--- src/rtl/chan_sel_pkg.sv ---
package chan_sel_pkg;

  typedef enum logic {
    SEQ_STEADY = 1'b0,
    SEQ_GAP    = 1'b1
  } seq_state_e;

  // A move needs the off-gap only between two distinct live channels.
  function automatic logic needs_gap(input logic [7:0] cur, input logic [7:0] nxt);
    return (cur != '0) && (nxt != '0) && (cur != nxt);
  endfunction

endpackage

--- src/rtl/sel_latch.sv ---
module sel_latch #(
  parameter int ADDR_W = 3
) (
  input  logic              clk,
  input  logic              rst_n,
  input  logic              wr_n,
  input  logic              en_i,
  input  logic [ADDR_W-1:0] addr_i,
  output logic [ADDR_W-1:0] hold_addr,
  output logic              hold_en
);

  always_ff @(posedge clk) begin
    if (!rst_n) begin
      hold_addr <= '0;
      hold_en   <= 1'b0;
    end else if (!wr_n) begin
      hold_addr <= addr_i;
      hold_en   <= en_i;
    end
  end

  // with the strobe high the held selection does not move
  assert_hold_when_idle_R4: assert property (@(posedge clk) disable iff (!rst_n)
    wr_n |=> ($stable(hold_addr) && $stable(hold_en)));

  // reset empties the holding registers
  assert_latch_cleared_R5: assert property (@(posedge clk)
    !rst_n |=> (hold_en == 1'b0 && hold_addr == '0));

endmodule

--- src/rtl/chan_decode.sv ---
module chan_decode #(
  parameter int ADDR_W = 3,
  parameter int NUM_CH = 8,
  parameter int OUT_W  = 8
) (
  input  logic              hold_en,
  input  logic [ADDR_W-1:0] hold_addr,
  output logic [OUT_W-1:0]  target
);

  for (genvar g = 0; g < OUT_W; g++) begin : g_line
    if (g < NUM_CH) begin : g_live
      assign target[g] = hold_en && (hold_addr == ADDR_W'(g));
    end else begin : g_tied
      assign target[g] = 1'b0;
    end
  end

  // the decoder never asks for two lines at once
  always_comb begin
    assert_decode_onehot_R12: assert ($onehot0(target) || $isunknown(target));
  end

endmodule

--- src/rtl/bbm_seq.sv ---
module bbm_seq
  import chan_sel_pkg::*;
#(
  parameter int OUT_W      = 8,
  parameter int BBM_CYCLES = 2
) (
  input  logic             clk,
  input  logic             rst_n,
  input  logic [OUT_W-1:0] target,
  output logic [OUT_W-1:0] sw_q
);

  localparam int CNT_W = (BBM_CYCLES < 2) ? 1 : $clog2(BBM_CYCLES);
  localparam logic [CNT_W-1:0] LAST = CNT_W'(BBM_CYCLES - 1);

  seq_state_e       state;
  logic [CNT_W-1:0] gap_cnt;
  logic             swap_req;
  logic             gap_done;

  assign swap_req = needs_gap(8'(sw_q), 8'(target));
  assign gap_done = (gap_cnt == LAST);

  always_ff @(posedge clk) begin
    if (!rst_n) begin
      state   <= SEQ_STEADY;
      gap_cnt <= '0;
      sw_q    <= '0;
    end else begin
      case (state)
        SEQ_STEADY: begin
          if (swap_req) begin
            sw_q    <= '0;
            gap_cnt <= '0;
            state   <= SEQ_GAP;
          end else begin
            sw_q <= target;
          end
        end
        SEQ_GAP: begin
          if (gap_done) begin
            sw_q  <= target;
            state <= SEQ_STEADY;
          end else begin
            gap_cnt <= gap_cnt + 1'b1;
          end
        end
        default: state <= SEQ_STEADY;
      endcase
    end
  end

  // one live line never hands over straight to another
  assert_break_before_make_R8: assert property (@(posedge clk) disable iff (!rst_n)
    (sw_q != '0) |=> (sw_q == '0 || sw_q == $past(sw_q)));

  // outputs are all zero or one-hot
  assert_out_onehot_R12: assert property (@(posedge clk) disable iff (!rst_n)
    $onehot0(sw_q));

  // reset abandons the gap
  assert_reset_aborts_gap_R11: assert property (@(posedge clk)
    !rst_n |=> (sw_q == '0 && state == SEQ_STEADY));

endmodule

--- src/rtl/chan_sel_ctrl.sv ---
module chan_sel_ctrl #(
  parameter bit DIFF_MODE  = 1'b0,
  parameter int BBM_CYCLES = 2
) (
  input  logic       clk,
  input  logic       rst_n,
  input  logic       wr_n,
  input  logic       en,
  input  logic [2:0] addr,
  output logic [7:0] sw_en
);

  localparam int OUT_W  = 8;
  localparam int NUM_CH = DIFF_MODE ? 4 : 8;
  localparam int ADDR_W = $clog2(NUM_CH);

  logic [ADDR_W-1:0] hold_addr;
  logic              hold_en;
  logic [OUT_W-1:0]  target;

  sel_latch #(.ADDR_W(ADDR_W)) u_latch (
    .clk       (clk),
    .rst_n     (rst_n),
    .wr_n      (wr_n),
    .en_i      (en),
    .addr_i    (addr[ADDR_W-1:0]),
    .hold_addr (hold_addr),
    .hold_en   (hold_en)
  );

  chan_decode #(.ADDR_W(ADDR_W), .NUM_CH(NUM_CH), .OUT_W(OUT_W)) u_decode (
    .hold_en   (hold_en),
    .hold_addr (hold_addr),
    .target    (target)
  );

  bbm_seq #(.OUT_W(OUT_W), .BBM_CYCLES(BBM_CYCLES)) u_seq (
    .clk    (clk),
    .rst_n  (rst_n),
    .target (target),
    .sw_q   (sw_en)
  );

  // a held enable of 0 turns everything off at the next edge
  assert_disabled_all_off_R7: assert property (@(posedge clk) disable iff (!rst_n)
    !hold_en |=> (sw_en == '0));

  // reset forces the outputs off whatever the other inputs do
  assert_reset_clears_R5: assert property (@(posedge clk)
    !rst_n |=> (sw_en == '0));

  if (NUM_CH < OUT_W) begin : g_upper_idle
    // unused upper lines stay low in the four-channel variant
    assert_upper_lines_low_R2: assert property (@(posedge clk) disable iff (!rst_n)
      sw_en[OUT_W-1:NUM_CH] == '0);
  end

endmodule

--- config.mk ---
export PLATFORM = sky130hd
export DESIGN_NAME = chan_sel_ctrl
export DESIGN_NICKNAME = d
export VERILOG_FILES = /design/src/rtl/chan_sel_pkg.sv /design/src/rtl/sel_latch.sv /design/src/rtl/chan_decode.sv /design/src/rtl/bbm_seq.sv /design/src/rtl/chan_sel_ctrl.sv
export SDC_FILE = /design/constraint.sdc
export NUM_CORES = 1
export LEC_CHECK = 0
export ABC_AREA = 1
export BUFFER_PORTS_ARGS = -buffer_cell sky130_fd_sc_hd__buf_2
export CAP_MARGIN = 25
export CORE_MARGIN = 4
export CORE_UTILIZATION = 45
export CTS_BUF_LIST = sky130_fd_sc_hd__clkbuf_8
export DETAILED_ROUTE_END_ITERATION = 12
export PLACE_DENSITY = 0.7
export SETUP_SLACK_MARGIN = 0.4
export SYNTH_ARGS = -nofsm -noshare
export SYNTH_HDL_FRONTEND = slang
export SYNTH_SLANG_ARGS = --single-unit
--- constraint.sdc ---
create_clock -name clk -period 1.3 [get_ports clk]
set_input_delay 0.13 -clock clk [delete_from_list [all_inputs] [get_ports clk]]
set_output_delay 0.13 -clock clk [all_outputs]
set_load 0.02 [all_outputs]
==> results of run 1 <==
## state kept, by name (all words and copies together), names as in the netlist
signal and cells:
u_seq.gap_cnt 1, u_seq.state 1, u_latch.hold_en 1, u_latch.hold_addr 3, u_seq.sw_q 8
## metal layers
layer  GRT usage (%)  part of all wire [%]  vias up
met5               0                     0        -
met4            7.83                   2.2        0
met3            3.92                   8.8        8
met2            33.7                    48       62
met1            23.1                    41      459
li1                -                     -      472
## cells in the final DEF (no fill, tap or decap)
cell      instances
inv_1            14
nor2_4            7
o21ai_1           1
nand3_2           4
nor3_4            1
nand3_1           6
inv_4             2
buf_4            25
o21ai_0           6
a21oi_1          12
inv_6             1
nand2_4           6
clkinv_1          2
buf_6             1
buf_2             6
nor2_1            3
a21oi_2           2
dfxtp_1           2
inv_2             1
dfxtp_2           8
clkbuf_8          4
nand4_1           2
nand2_2           2
nor2_2            5
nand2_8           1
nor3_1            1
nand2_1          34
dfxtp_4           4
## worst reg2reg max path: cells and delay by family, from the launching register on
kind	cells	cell delay, ns
buffers and inverters	1	0.07
AND/OR/NAND/NOR	9	0.87
AO/OA/AOI/OAI	1	0.16
flip-flops	1	0.38
## what timing repair did
action                                  in CTS  in global routing
resized for setup                           26                 21
cloned                                       1                  0
buffers inserted                             6                  0
hold buffers                                 0                  0
pin swaps                                    4                 10
endpoints found under the setup margin      13                 17
## Yosys cell counts
| cell | count |
|---|---|
| nand4_1 | 2 |
| inv_2 | 3 |
| nand2_2 | 4 |
| clkinv_1 | 2 |
| nand2_4 | 1 |
| nand2_1 | 37 |
| dfxtp_1 | 14 |
| o21ai_1 | 1 |
| a21oi_1 | 14 |
| nor2_1 | 10 |
| o21ai_0 | 6 |
| inv_1 | 15 |
| nor2_2 | 5 |
| nand3_1 | 10 |
| nor3_1 | 2 |
## final timing paths
check | end | slack, ns | depth (start not counted)
hold reg to reg | u_seq.sw_q[2]$_SDFFE_PN0P_ | 0.49 | 2
setup reg to reg | u_seq.sw_q[7]$_SDFFE_PN0P_ | -0.25 | 11
setup / recovery | u_seq.sw_q[7]$_SDFFE_PN0P_ | -0.25 | 11
hold / removal | u_latch.hold_addr[1]$_SDFFE_PN0N_ | 0.14 | 2
## metrics by stage
stage          setup WS (ns)  hold WS [ns]  cell area, µm²  instances  total power [mW]
3_5_place_dp         -0.0997         0.394             985        168             0.611
5_1_grt               -0.319         0.152            1260        179              1.14
2_1_floorplan         0.0738         0.212             805        126             0.550
3_3_place_gp         -0.0972         0.388             985        168             0.610
6_report              -0.249         0.142            1260        179              1.10
4_1_cts              -0.0857         0.131            1170        179              1.06
## power groups by stage
stage	Combinational (mW)	Sequential (mW)	Clock, mW
final	0.195	0.470	0.432
after global routing	0.209	0.472	0.464
after CTS	0.169	0.465	0.428
after detailed placement	0.142	0.469	0
after global placement	0.142	0.468	0
after floorplan	0.0805	0.470	0
## cell type report
cell class	instances	share of cell area, %
well taps	16	1.59
inverters	20	6.75
repair buffers	32	18.2
multi-input cells	93	44.9
flip-flops and latches	14	24.2
clock buffers	4	4.37
## cells by family after synthesis
family,synth area share [%]
and+or+nand+nor,40.7
AOI/OAI and AO/OA,13.5
buffers and inverters,9.66
DFF,36.1
==> results.txt, run 1 <==
Hold Fails Final Rpt - 0
CTS max path bufs - 2
CTS Buf Count - 3
Logic gate share of total power - 17.8%
CTS Sinks - 14
Skew-Pair Late Insertion Delay - 0.25 ns
Crit path cell chain - inv_4, nand2_4, nor2_4, nand2_1, nand2_1, nand2_1, nor2_4, nand2_4, nand2_4, nand3_1, a21oi_1
Sw Share - 27.9%
Post-synth top area cell - dfxtp_1
Die Ht - 49.6 µm
# fillers - 98
TNS Setup - -1.92 ns
Syn_nets - 133
Die Span X - 49.6 µm
Fin crit share - 119%
Sequential area share after synthesis - 36.1%
Drt wl/cell - 14.5 µm
CP max FO - 5
Sw power - 0.307 mW
Layout cells sized above 1 - 49.1%
Setup crit start - u_latch.hold_addr[2]$_SDFFE_PN0N_
Internal power - 0.791 mW
Largest net degree at the start of global routing - 10
Final Max Tran Viols - 0
Largest delay share family, worst path - simple AND/OR/NAND/NOR gates
Register Area - 305 µm²
Final setup viols - 10
Total Wirelength - 2600 µm
Nets@finish - 171
CP Buf/Inv Count - 1
Maxcap violations - 0
DRC viols - 0
Reg2reg start - u_latch.hold_addr[2]$_SDFFE_PN0N_
Hold Path Origin - wr_n
Min-delay worst type - primary input to register
Critical path startpoint category - register
Die ar. - 0.00246 mm²
IO buf count - 14
Minimum clock period - 1.55 ns
Synth warn - 0
Slowest cell on crit path - dfxtp_4
GPL Wtd Cong - 0.863
Crit-path max cell delay - 0.38 ns
Crit Path Class - register to register
Share of the synthesized area in the top cell type - 36.1%
Count of different cell masters after synthesis - 15
Diodes inserted - 0
Worst setup margin - -0.249 ns
Antenna viol nets, final - 0
Syn_area_per_cell - 6.17 µm²
Register bit total from synthesis - 14
Row count - 14
Outcome - finished with violations
Core ar. - 0.00158 mm²
Slew @ Worst Pin - 0.311 ns
Initial Util - 49.3%
Initial DRC Count - 48
Clk root buf - clkbuf_8
Synthesized area - 777 µm²
Slew HR - 79.1%
Post-Syn Instances - 126
CTS tree - built
Power density over the cells - 871 mW/mm²
First-pass GRT wire length - 3720 µm
GRT Util Overall - 19.4%
Final Util - 79.9%
Critical path arrival - 1.71 ns
I/O pin count - 15
Worst setup EP type - register
DR pass1 iterations - 4
HPWL after DPL - 1550 µm
Initial antenna violation count - 0
Peak supply drop - 0.904 mV
H-tree depth - 1
RSZ-0062 raised after global routing - yes
Vias/cell - 5.59
WP data required - 1.46 ns
Seq pwr share - 42.8%
GRT overflow - 0
Clock-pin slew of the registers on the worst-case setup and hold paths - 0.06 ns
Fmax - 0.645 GHz
Power share of the clock group - 39.4%
Pleak - 0.576 nW
Synth top area cells - dfxtp_1 36%, nand2_1 18%, a21oi_1 9.0%
Vias in the first global route - 878
Area growth, synth to finish - 62.2%
Routed vias - 1,001
Violated checks - setup timing
Setup Skew - 0.00138 ns
Footprint of the multi-input gates - 566 µm²
Power figures use the tool's default switching activity.
==> inputs of run 2 (changes only) <==
--- a/config.mk
+++ b/config.mk
@@ -5,14 +5,15 @@
 export SDC_FILE = /design/constraint.sdc
 export NUM_CORES = 1
 export LEC_CHECK = 0
-export ABC_AREA = 1
+export ABC_AREA = 0
 export BUFFER_PORTS_ARGS = -buffer_cell sky130_fd_sc_hd__buf_2
 export CAP_MARGIN = 25
 export CORE_MARGIN = 4
-export CORE_UTILIZATION = 45
+export CORE_UTILIZATION = 50
 export CTS_BUF_LIST = sky130_fd_sc_hd__clkbuf_8
 export DETAILED_ROUTE_END_ITERATION = 12
-export PLACE_DENSITY = 0.7
+export PLACE_DENSITY = 0.76
+export RECOVER_POWER = 25
 export SETUP_SLACK_MARGIN = 0.4
 export SYNTH_ARGS = -nofsm -noshare
 export SYNTH_HDL_FRONTEND = slang
==> run 2 against run 1 <==
Utilization rose by 7.8 points. Via count fell by 6.3%. Critical path type unchanged. Global-route usage rose by 6.4 points. Count of clock-buffer cells in the layout fell by 1. Sequential power fell by 4%. The flow still finishes with violations (setup timing).
==> results.txt, run 2 <==
Worst setup margin - -0.455 ns
I/O pin count - 15
Peak supply drop - 0.609 mV
Cell mode on critical path - buf_4
Clock-pin slew of the registers on the worst-case setup and hold paths - 0.05 ns
Syn_area_per_cell - 8.24 µm²
Most common cell after layout, fill and taps aside - buf_6
Synth warn - 0
Synthesized area - 758 µm²
HPWL after DPL - 1420 µm
H-tree depth - 1
IO buf count - 14
Post-synth top cells - 14 x dfxtp_1, 10 x nand2_1, 9 x nand3_1
Slew HR - 78.4%
Total Wirelength - 2760 µm
Vias/cell - 6.56
Die ar. - 0.00220 mm²
Post-synth top flop - dfxtp_1
Largest net degree at the start of global routing - 10
Slew @ Worst Pin - 0.324 ns
Skew-Pair Late Insertion Delay - 0.24 ns
Reg2reg start - u_latch.hold_addr[1]$_SDFFE_PN0N_
Outcome - finished with violations
Final Util - 87.7%
Slowest cell on crit path - dfxtp_4
Diodes inserted - 0
Reg-to-Reg End - u_seq.state$_SDFF_PN0_
Final Max Tran Viols - 0
Die Ht - 46.9 µm
Syn_nets - 99
Min-delay worst type - primary input to register
Final setup viols - 10
Initial DRC Count - 68
Vias in the first global route - 850
R2R Setup Slk - -0.45 ns
Post-Syn Instances - 92
Critical path startpoint category - register
CTS max path bufs - 2
Minimum clock period - 1.75 ns
CP max FO - 7
Fmax - 0.570 GHz
Count of different cell masters after synthesis - 33
Synth top area cells - dfxtp_1 37%, nand3_1 5.9%, nor2b_1 5.8%
First-pass GRT wire length - 3940 µm
Maxcap violations - 0
Reg with most FFs - u_seq.sw_q
Core ar. - 0.00137 mm²
Critical path arrival - 1.89 ns
Crit Path Class - register to register
Biggest regs - u_seq.sw_q: 8 flops, u_latch.hold_addr: 3 flops
Total power - 0.942 mW
GPL Wtd Cong - 0.768
Number of synthesized flops with an enable pin - 0
Setup Skew - 0.00111 ns
DRC viols - 0
Nets@finish - 137
Violated checks - setup timing
CTS Sinks - 14
Row count - 13
Dpl ws - -0.450 ns
Routed vias - 938
Power density over the cells - 786 mW/mm²
Fin crit share - 135%
Crit-path max cell delay - 0.37 ns
Register bit total from synthesis - 14
R2R depth - 7
GRT Util Overall - 25.8%
Die Span X - 46.9 µm
Drt wl/cell - 19.3 µm
DR pass1 iterations - 4
Hold path endpoint - u_latch.hold_addr[2]$_SDFFE_PN0N_
Post-synth top area cell - dfxtp_1
Hold Path Cell Cnt - 3
Worst setup EP type - register
Async S/R FF share, synth - 0%
Share of the synthesized area in the top cell type - 37.0%
Initial antenna violation count - 0
Max FFs per register - 8
Antenna viol nets, final - 0
CTS Buf Count - 3
RSZ-0062 raised after global routing - yes
Area growth, synth to finish - 58.1%
Pleak - 0.509 nW
Count leader, synth - dfxtp_1
CTS tree - built
Hold Path Origin - addr[2]
WP data required - 1.44 ns
Clk root buf - clkbuf_8
Most frequent cells in the layout - 16 x buf_6, 15 x buf_4, 10 x nand2_1
Layout cells sized above 1 - 46.9%
Sequential area share after synthesis - 37.0%
Initial Util - 55.5%
Crit path cell chain - buf_4, nor4bb_1, o21ai_1, a222oi_1, buf_4, a21oi_4, a21o_1
GRT overflow - 0
Hold Fails Final Rpt - 0
## run 2: cell count changes after synthesis, sizes merged, moves of 3 or more
cell / change
nand2: -32
inv: -17
a21oi: -13
nor2: -9
nor2b: +7
o21ai: +5
buf: +4
mux2i: +4
nor4bb: +3
## run 2: area by class of cell
| class | count | area, µm² |
|---|---|---|
| fill | 65 | 168 |
| tap | 15 | 18.8 |
| inverter | 1 | 3.75 |
| clock buffer | 3 | 41.3 |
| timing repair buffer | 37 | 323 |
| multi-input combinational | 73 | 508 |
| sequential | 14 | 304 |
## run 2: layer usage
layer	vias to the layer above	global-route usage [%]	share of wire, %
met1	430	28.3	36
met4	0	8.29	5.3
li1	408	-	-
met3	25	6.51	9.7
met2	75	48.0	49
met5	-	0	0
## run 2: kinds of logic after synthesis
group	count (synthesis)	share of synthesized area (%)
multiplexers	4	5.28
buffers and inverters	6	4.62
AND/OR/NAND/NOR	48	36.3
AO/OA/AOI/OAI	19	15.7
XOR/XNOR	1	1.16
flip-flops	14	37.0
## run 2: power breakdown
part,internal (mW),switching (mW)
registers,0.435,0.0166
logic,0.0719,0.0699
clock network,0.205,0.144
## run 2: timing repair
| item | 4_1_cts | 5_1_grt |
|---|---|---|
| pin swaps | 3 | 8 |
| resized for setup | 43 | 6 |
| buffers inserted | 2 | 1 |
| hold buffers | 0 | 0 |
| cloned | 1 | 0 |
| setup endpoints to repair | 18 | 18 |
## run 2: how the worst max path moves through the flow
stage                                           start                     end  depth (start not counted)  slack [ns]
floorplan           u_latch.hold_addr[2]$_SDFFE_PN0N_  u_seq.state$_SDFF_PN0_                          6       -0.27
global placement    u_latch.hold_addr[0]$_SDFFE_PN0N_  u_seq.state$_SDFF_PN0_                          5       -0.34
detailed placement  u_latch.hold_addr[2]$_SDFFE_PN0N_  u_seq.state$_SDFF_PN0_                          5       -0.45
CTS                 u_latch.hold_addr[1]$_SDFFE_PN0N_  u_seq.state$_SDFF_PN0_                          6       -0.33
global route        u_latch.hold_addr[1]$_SDFFE_PN0N_  u_seq.state$_SDFF_PN0_                          7       -0.48
finish              u_latch.hold_addr[1]$_SDFFE_PN0N_  u_seq.state$_SDFF_PN0_                          7       -0.45
## run 2: worst max-delay path: cells and delay by family, from the launching register on
kind / cells / cell delay, ns
simple gates: 1 / 0.30
compound gates: 4 / 0.60
flops: 1 / 0.37
buf+inv: 2 / 0.37
## run 2: stage by stage
step,setup TNS [ns],instance area (µm²),hold slack [ns],std cells
after global placement,-2.74,970,0.384,136
final,-3.81,1200,0.158,143
after floorplan,-1.98,766,0.245,92
after CTS,-2.91,1160,0.145,142
after global routing,-4.23,1200,0.180,143
after detailed placement,-3.83,970,0.393,136
==> inputs of run 3 (changes only) <==
--- a/config.mk
+++ b/config.mk
@@ -12,6 +12,7 @@
 export CORE_UTILIZATION = 50
 export CTS_BUF_LIST = sky130_fd_sc_hd__clkbuf_8
 export DETAILED_ROUTE_END_ITERATION = 12
+export GPL_TIMING_DRIVEN = 0
 export PLACE_DENSITY = 0.76
 export RECOVER_POWER = 25
 export SETUP_SLACK_MARGIN = 0.4
==> run 3 against run 2 <==
The flow still finishes with violations (setup timing). Sequential share of layout area up 2.4 points. Fmax up 2.5%. Setup slack better by 0.043 ns. Sequential cell count unchanged.
==> results.txt, run 3 (synthesized netlist as in run 2, its figures left out) <==
Peak supply drop - 0.756 mV
Largest net degree at the start of global routing - 11
Layout cells sized above 1 - 37.7%
Clock-pin slew of the registers on the worst-case setup and hold paths - 0.06 ns
Setup Skew - 0.00149 ns
CTS tree - built
Total power - 1.01 mW
Most frequent cells in the layout - 10 x nand2_1, 9 x nand3_1, 8 x buf_6, 8 x o21ai_1, 7 x nor2b_1
Sw Share - 23.7%
Skew-Pair Late Insertion Delay - 0.25 ns
Worst setup margin - -0.411 ns
Final setup viols - 10
Internal power - 0.768 mW
Critical path startpoint category - register
Slew @ Worst Pin - 0.908 ns
DR pass1 iterations - 4
Power share of the clock group - 42.4%
Hold Fails Final Rpt - 0
Sw power - 0.238 mW
Worst setup EP type - register
Violated checks - setup timing
Initial DRC Count - 32
Die Span X - 46.9 µm
Min-delay worst type - primary input to register
Pleak - 0.433 nW
TNS Setup - -3.44 ns
Die ar. - 0.00220 mm²
Total Wirelength - 2100 µm
Minimum clock period - 1.71 ns
Area growth, synth to finish - 46.4%
Crit-path max cell delay - 0.40 ns
Vias/cell - 5.95
Biggest regs - u_seq.sw_q: 8 flops, u_latch.hold_addr: 3 flops
First-pass GRT wire length - 2960 µm
Reg with most FFs - u_seq.sw_q
Vias in the first global route - 635
H-tree depth - 1
Core ar. - 0.00137 mm²
RSZ-0062 raised after global routing - yes
Outcome - finished with violations
Logic gate share of total power - 13.6%
I/O pin count - 15
Fmax - 0.584 GHz
WP data required - 1.44 ns
CTS Sinks - 14
CP max FO - 5
Power density over the cells - 906 mW/mm²
Crit path cell chain - buf_8, and4bb_2, o21ai_1, a222oi_1, buf_4, a21oi_4, a21o_1
Maxcap violations - 0
Die Ht - 46.9 µm
Diodes inserted - 0
Final Max Tran Viols - 0
CP Buf/Inv Count - 2
Antenna viol nets, final - 0
Initial Util - 55.5%
Fin crit share - 132%
Largest delay share family, worst path - compound AO/OA/AOI/OAI gates
Most common cell after layout, fill and taps aside - nand2_1
DRC viols - 0
Final Cell Area - 0.00111 mm²
Drt wl/cell - 16.3 µm
Hold_buf cts - 0
Row count - 13
GRT overflow - 0
CTS max path bufs - 2
GRT Util Overall - 19.3%
Dpl cell area - 850 µm²
HPWL after DPL - 1220 µm
Crit Path Class - register to register
CTS Buf Count - 3
Critical path arrival - 1.85 ns
IO buf count - 13
Nets@finish - 122
GPL Wtd Cong - 0.847
Slowest cell on crit path - dfxtp_4
Seq pwr share - 44.0%
Clk root buf - clkbuf_8
Slew HR - 38.9%
Max FFs per register - 8
Routed vias - 768
Initial antenna violation count - 0
Dpl ws - -0.452 ns
run 3: changes by cell type in the layout (fill, tap and decap cells not counted), sizes merged:
cell,before,now
buf,37,20
clkbuf,3,6
run 3: area by class of cell:
| class | instances | area [µm²] |
|---|---|---|
| Inverter | 1 | 3.75 |
| Timing Repair Buffer | 17 | 159 |
| Fill cell | 93 | 256 |
| Multi-Input combinational cell | 73 | 524 |
| Clock buffer | 4 | 55.1 |
| Tap cell | 15 | 18.8 |
| Sequential cell | 14 | 308 |
| Buffer | 5 | 41.3 |
run 3: metrics by stage:
step | instances | hold slack (ns) | utilization (%)
detailed placement | 120 | 0.407 | 62.2
finish | 129 | 0.157 | 81.2
global route | 129 | 0.162 | 81.2
global placement | 120 | 0.388 | 62.2
CTS | 127 | 0.152 | 70.9
floorplan | 92 | 0.245 | -
run 3: worst paths after layout:
| check | startpoint | depth (start not counted) | slack (ns) | end |
|---|---|---|---|---|
| hold reg to reg | u_seq.sw_q[0]$_SDFFE_PN0P_ | 2 | 0.48 | u_seq.sw_q[0]$_SDFFE_PN0P_ |
| setup reg to reg | u_latch.hold_addr[1]$_SDFFE_PN0N_ | 7 | -0.41 | u_seq.state$_SDFF_PN0_ |
| hold / removal | addr[0] | 3 | 0.16 | u_latch.hold_addr[0]$_SDFFE_PN0N_ |
| setup / recovery | u_latch.hold_addr[1]$_SDFFE_PN0N_ | 7 | -0.41 | u_seq.state$_SDFF_PN0_ |
run 3: power groups by stage:
stage          Sequential (mW)  Combinational, mW  Clock, mW
3_3_place_gp             0.458             0.0895          0
3_5_place_dp             0.458             0.0938          0
6_report                 0.443              0.137      0.426
4_1_cts                  0.448              0.110      0.430
2_1_floorplan            0.459             0.0663          0
5_1_grt                  0.444              0.147      0.452
run 3: metal layers:
metal	vias up	global-route usage, %	routed length [µm]
met5	-	0	0
met4	0	8.29	44
met3	8	3.45	119
met2	27	29.8	1000
met1	355	26.4	929
li1	378	-	-
run 3: timing repair:
item,CTS,global route
resized for setup,19,25
endpoints found under the setup margin,18,17
cloned,1,1
buffers inserted,2,1
pin swaps,8,10
run 3: worst reg2reg max path, stage by stage, from the launching register on:
cell and delay, ns:
dfxtp_4 0.40, buf_8 0.12, and4bb_2 0.23, o21ai_1 0.07, a222oi_1 0.33, buf_4 0.21, a21oi_4 0.08, a21o_1 0.16
